$ cat src/rtl/pbs_pkg.sv
// Shared constants for the pad-ring boundary scan register.
// Assumes four cells per pad in the fixed order below.
package pbs_pkg;
    localparam int CELLS_PER_PAD = 4;
    localparam int CELL_COUT     = 0;
    localparam int CELL_COE      = 1;
    localparam int CELL_PIN      = 2;
    localparam int CELL_CIN      = 3;
    localparam int CODE_DRIVE    = 0;
    localparam int CODE_OBSERVE  = 2;
endpackage

$ cat src/rtl/pbs_shift_stage.sv
// Serial chain of the scan register: parallel capture, shift toward bit 0,
// falling-edge registered serial output. Assumes LEN >= 2.
module pbs_shift_stage #(
    parameter int LEN = 16
) (
    input  logic           tck,
    input  logic           trst_n,
    input  logic           capture_en,
    input  logic           shift_en,
    input  logic           tdi,
    input  logic [LEN-1:0] cap_vec,
    output logic [LEN-1:0] sr_q,
    output logic           tdo
);
    // Chain register: capture wins over shift.
    always_ff @(posedge tck) begin
        if (!trst_n)         sr_q <= '0;
        else if (capture_en) sr_q <= cap_vec;
        else if (shift_en)   sr_q <= {tdi, sr_q[LEN-1:1]};
    end

    // Serial output retimed to the falling edge.
    always_ff @(negedge tck) begin
        if (!trst_n) tdo <= 1'b0;
        else         tdo <= sr_q[0];
    end

    // shifted bit enters at the far end
    a_r5_shift_entry: assert property (@(posedge tck) disable iff (!trst_n)
        (shift_en && !capture_en) |=> (sr_q[LEN-1] == $past(tdi)));

    // capture loads the live vector even when shift is high
    a_r6_capture_wins: assert property (@(posedge tck) disable iff (!trst_n)
        capture_en |=> (sr_q == $past(cap_vec)));
endmodule

$ cat src/rtl/pbs_update_stage.sv
// Parallel holding stage: copies the chain on the update strobe only.
// Assumes the strobe is synchronous to tck.
module pbs_update_stage #(
    parameter int LEN = 16
) (
    input  logic           tck,
    input  logic           trst_n,
    input  logic           update_en,
    input  logic [LEN-1:0] sr_d,
    output logic [LEN-1:0] upd_q
);
    // Holding register load.
    always_ff @(posedge tck) begin
        if (!trst_n)        upd_q <= '0;
        else if (update_en) upd_q <= sr_d;
    end

    // no change without the update strobe
    a_r7_hold_stable: assert property (@(posedge tck) disable iff (!trst_n)
        !update_en |=> $stable(upd_q));
endmodule

$ cat src/rtl/pbs_pad_mux.sv
// Per-pad path selection and capture vector assembly.
// Assumes the holding vector uses the package cell order.
module pbs_pad_mux
    import pbs_pkg::*;
#(
    parameter int NUM_PADS = 4,
    localparam int LEN = NUM_PADS * CELLS_PER_PAD
) (
    input  logic                drive_mode,
    input  logic [LEN-1:0]      upd_q,
    input  logic [NUM_PADS-1:0] core_out,
    input  logic [NUM_PADS-1:0] core_oe,
    input  logic [NUM_PADS-1:0] pad_in,
    output logic [NUM_PADS-1:0] pad_out,
    output logic [NUM_PADS-1:0] pad_oe,
    output logic [NUM_PADS-1:0] core_in,
    output logic [LEN-1:0]      cap_vec
);
    for (genvar p = 0; p < NUM_PADS; p++) begin : g_pad
        localparam int BASE = p * CELLS_PER_PAD;
        // Select live or held value for each path.
        always_comb begin
            pad_out[p] = drive_mode ? upd_q[BASE+CELL_COUT] : core_out[p];
            pad_oe[p]  = drive_mode ? upd_q[BASE+CELL_COE]  : core_oe[p];
            core_in[p] = drive_mode ? upd_q[BASE+CELL_CIN]  : pad_in[p];
        end
        // Assemble the four observed values of this pad.
        always_comb begin
            cap_vec[BASE+CELL_COUT] = core_out[p];
            cap_vec[BASE+CELL_COE]  = core_oe[p];
            cap_vec[BASE+CELL_PIN]  = pad_in[p];
            cap_vec[BASE+CELL_CIN]  = core_in[p];
        end
    end
endmodule

$ cat src/rtl/pad_bscan_chain.sv
// Top of the pad-ring boundary scan register: decodes the mode and joins
// the chain, the holding stage and the per-pad selectors.
// Assumes strobes come from an external TAP controller on tck.
module pad_bscan_chain
    import pbs_pkg::*;
#(
    parameter int NUM_PADS = 4,
    parameter int CODE_W   = 4,
    localparam int LEN = NUM_PADS * CELLS_PER_PAD
) (
    input  logic                tck,
    input  logic                trst_n,
    input  logic [CODE_W-1:0]   instr,
    input  logic                capture_en,
    input  logic                shift_en,
    input  logic                update_en,
    input  logic                tdi,
    output logic                tdo,
    input  logic [NUM_PADS-1:0] core_out,
    input  logic [NUM_PADS-1:0] core_oe,
    input  logic [NUM_PADS-1:0] pad_in,
    output logic [NUM_PADS-1:0] pad_out,
    output logic [NUM_PADS-1:0] pad_oe,
    output logic [NUM_PADS-1:0] core_in
);
    logic           drive_mode;
    logic [LEN-1:0] sr_q;
    logic [LEN-1:0] upd_q;
    logic [LEN-1:0] cap_vec;

    // Mode decode: only the drive code cuts the core-pad links.
    always_comb drive_mode = (instr == CODE_W'(CODE_DRIVE));

    pbs_shift_stage #(.LEN(LEN)) u_shift (
        .tck(tck), .trst_n(trst_n), .capture_en(capture_en),
        .shift_en(shift_en), .tdi(tdi), .cap_vec(cap_vec),
        .sr_q(sr_q), .tdo(tdo)
    );

    pbs_update_stage #(.LEN(LEN)) u_update (
        .tck(tck), .trst_n(trst_n), .update_en(update_en),
        .sr_d(sr_q), .upd_q(upd_q)
    );

    pbs_pad_mux #(.NUM_PADS(NUM_PADS)) u_mux (
        .drive_mode(drive_mode), .upd_q(upd_q), .core_out(core_out),
        .core_oe(core_oe), .pad_in(pad_in), .pad_out(pad_out),
        .pad_oe(pad_oe), .core_in(core_in), .cap_vec(cap_vec)
    );

    // non-drive codes keep both directions transparent
    a_r2_transparent: assert property (@(posedge tck) disable iff (!trst_n)
        (instr != CODE_W'(CODE_DRIVE)) |->
        (pad_out == core_out && pad_oe == core_oe && core_in == pad_in));

    // drive mode ties pad outputs to the held pattern
    a_r8_drive_pads: assert property (@(posedge tck) disable iff (!trst_n)
        (instr == CODE_W'(CODE_DRIVE)) |->
        (pad_out[0] == upd_q[CELL_COUT] && pad_oe[0] == upd_q[CELL_COE]
         && core_in[0] == upd_q[CELL_CIN]));
endmodule

$ cat config.mk
export PLATFORM = sky130hd
export DESIGN_NAME = pad_bscan_chain
export DESIGN_NICKNAME = d
export VERILOG_FILES = /design/src/rtl/pbs_pkg.sv /design/src/rtl/pbs_shift_stage.sv /design/src/rtl/pbs_update_stage.sv /design/src/rtl/pbs_pad_mux.sv /design/src/rtl/pad_bscan_chain.sv
export SDC_FILE = /design/constraint.sdc
export NUM_CORES = 1
export LEC_CHECK = 0
export BUFFER_PORTS_ARGS = -buffer_cell sky130_fd_sc_hd__buf_2
export CAP_MARGIN = 20
export CORE_ASPECT_RATIO = 0.9
export CORE_MARGIN = 1.5
export CORE_UTILIZATION = 40
export DETAILED_ROUTE_END_ITERATION = 6
export GPL_TIMING_DRIVEN = 0
export MAX_ROUTING_LAYER = met4
export PLACE_DENSITY = 0.66
export SYNTH_ARGS = -nofsm -noshare
export SYNTH_HDL_FRONTEND = slang
export SYNTH_HIERARCHICAL = 1
export SYNTH_SLANG_ARGS = --single-unit
export TNS_END_PERCENT = 20
$ cat constraint.sdc
create_clock -name tck -period 2.5 [get_ports tck]
set_clock_uncertainty 0.2 [all_clocks]
set_input_delay 0.5 -clock tck [delete_from_list [all_inputs] [get_ports tck]]
set_output_delay 0.5 -clock tck [all_outputs]
set_load 0.03 [all_outputs]
==> impl_metrics.env <==
export IMPL_die_w_um=71.1
export IMPL_worst_setup_path_end_kind="output pin"
export IMPL_grt_ovfl_total=0
export IMPL_global_route_usage_total_pct=16.3
export IMPL_timing_final_hold_violations=0
export IMPL_mean_syn_cell_area_um2=11.7
export IMPL_slew_violations=0
export IMPL_timing_final_setup_violations=1
export IMPL_crit_path_top_delay_cell="sky130_fd_sc_hd__dfxtp_2"
export IMPL_worst_path_dominant_cell_family="flip-flops"
export IMPL_rows=22
export IMPL_antenna_cells_inserted=0
export IMPL_wl_met2_mm=1.69
export IMPL_firstDrtPassIters=4
export IMPL_place_ws_ns=-0.156
export IMPL_length_of_routed_wiring_on_met1_mm=1.52
export IMPL_initial_core_util_pct=41.2
export IMPL_cell_by_cell_listing_of_the_critical_path="buf_6"
export IMPL_final_hold_worst_slack_ns=0.317
export IMPL_postLayoutCellArea_um2=2050
export IMPL_power_sequential_fraction_pct=46.2
export IMPL_max_slew_margin_pct=64.3
export IMPL_top_layer="met4"
export IMPL_min_delay_path_class="register to register"
export IMPL_crit_path_start="u_shift/tdo"
export IMPL_critical_path_arrival_ns=2.01
export IMPL_via_count=1144
export IMPL_post_drt_wl_per_cell_um=14.3
export IMPL_grt_setup_unrepaired="yes"
export IMPL_setup_ws_ns=-0.205
export IMPL_viasPerCell=4.85
export IMPL_cpPeakStageDelay_ns=0.30
export IMPL_ys_warn_count=6
export IMPL_p_int_w=0.000814
export IMPL_antenna_found_initial=0
export IMPL_p_sw_w=0.000291
export IMPL_clock_buffer_count_from_cts=5
export IMPL_worst_hold_startpoint="u_update/upd_q[1]"
export IMPL_pwrdens_nw_per_um2=539
export IMPL_max_vdd_ir_drop_v=0.000266
export IMPL_worst_ep_required_time_ns=1.80
export IMPL_worstMarginPinSlew_ns=0.536
export IMPL_die_y_um=64.3
export IMPL_worst_setup_hold_path_clk_slew_ns=0.05
export IMPL_fin_nets=209
export IMPL_drive_gt1_share_pct=50.5
export IMPL_cts_sink_count=29
export IMPL_gp_congestion=0.682
export IMPL_fin_total_pwr_w=0.00111
export IMPL_outcome="finished, violations left"
export IMPL_fin_util_pct=50.7
export IMPL_dr_wl_met3_um=109
export IMPL_leakage_nw=1.09
export IMPL_clock_insertion_delay_worst_skew_ns=0.27
export IMPL_area_growth_syn_to_layout_pct=22.9
export IMPL_power_clock_fraction_pct=32.4
export IMPL_worst_r2r_startpoint="u_shift/sr_q[0]"
export IMPL_pin_count=35
export IMPL_critical_path_class="register to output pin"
export IMPL_clock_tree_from_tritoncts="yes"
export IMPL_maxCapViolCount=0
export IMPL_detail_route_iter0_violations=57
export IMPL_worst_setup_path_start_kind="register"
export IMPL_drt_wl_total_mm=3.38
export IMPL_number_of_buffer_cells_added_on_primary_ports=32
export IMPL_mappedNetlistNets=165
export IMPL_first_pass_grt_wire_length_mm=5.46
export IMPL_critical_path_buf_inv_count=1
export IMPL_violated_checks="negative setup slack"
export IMPL_comb_power_share_pct=21.4
export IMPL_h_tree_depth=2
export IMPL_placedInstanceArea_um2=1890
export IMPL_final_antenna_net_count=0
export IMPL_post_route_drc_count=0
export IMPL_critical_path_peak_fanout=1
export IMPL_power_share_switching_pct=26.3
export IMPL_place_detailed_hpwl_mm=2.22
export IMPL_die_area_um2=4570
export IMPL_grt_pass1_vias=1191
export IMPL_core_footprint_um2=4050
export IMPL_clock_tree_root_cell="sky130_fd_sc_hd__clkbuf_8"
export IMPL_cell_area_after_synthesis_um2=1670
export IMPL_grt_start_max_net_pins=11
export IMPL_post_synth_inst_count=143
export IMPL_cts_buffer_depth=2
==> state kept, by name, summed over array words and instances (netlist names) <==
signal,flops
u_shift/sr_q,16
u_shift/tdo,1
u_update/upd_q,12
==> through the flow <==
stage / std cells / setup TNS [ns]
floorplan: 143 / 0
CTS: 236 / -0.235
global placement: 223 / -0.610
finish: 236 / -0.205
detailed placement: 223 / -0.758
global route: 236 / -0.296
==> timing repair <==
action	in CTS	in global routing
gates resized for setup	7	7
hold buffers	0	0
hold endpoints to repair	0	0
endpoints found under the setup margin	11	8
pin swaps	1	1
cloned	1	0
buffers inserted	4	0
==> cells in the final DEF (no fill, tap or decap), drive strengths merged <==
| cell | instances |
|---|---|
| nand2b | 15 |
| o211a | 16 |
| mux2i | 12 |
| dfxtp | 29 |
| nor2b | 12 |
| or2b | 1 |
| clkbuf | 9 |
| buf | 60 |
| nor4 | 1 |
| and2 | 1 |
| inv | 4 |
| mux2 | 28 |
==> cell type report <==
cell class              instances  area, um^2
clock buffers                   5        68.8
well taps                      48        60.1
fillers                       370        1990
clock inverters                 4        15.0
repair buffers                 37         229
multi-input cells              86         878
flip-flops and latches         29         582
plain buffers                  27         219
==> routing by layer <==
metal | track usage [%] | vias to the layer above
li1 | - | 571
met1 | 18.1 | 547
met2 | 27.3 | 20
met3 | 4.10 | 6
met4 | 7.78 | 0
met5 | - | -
==> power by group through the flow <==
stage           Clock (W)  Sequential, W  Combinational (W)
3_3_place_gp   0.00000501       0.000518           0.000219
3_5_place_dp   0.00000501       0.000520           0.000225
5_1_grt          0.000396       0.000513           0.000252
2_1_floorplan  0.00000501       0.000515           0.000173
6_report         0.000358       0.000511           0.000237
4_1_cts          0.000367       0.000510           0.000233
==> path summary, 6_finish.rpt <==
path / depth (start not counted) / slack (ns) / end
max: 1 / -0.21 / tdo
min: 2 / 0.32 / u_update/upd_q[1]
min reg2reg: 2 / 0.32 / u_update/upd_q[1]
max reg2reg: 1 / 0.55 / u_shift/tdo
Note: power is estimated with default switching activity, not from simulation.
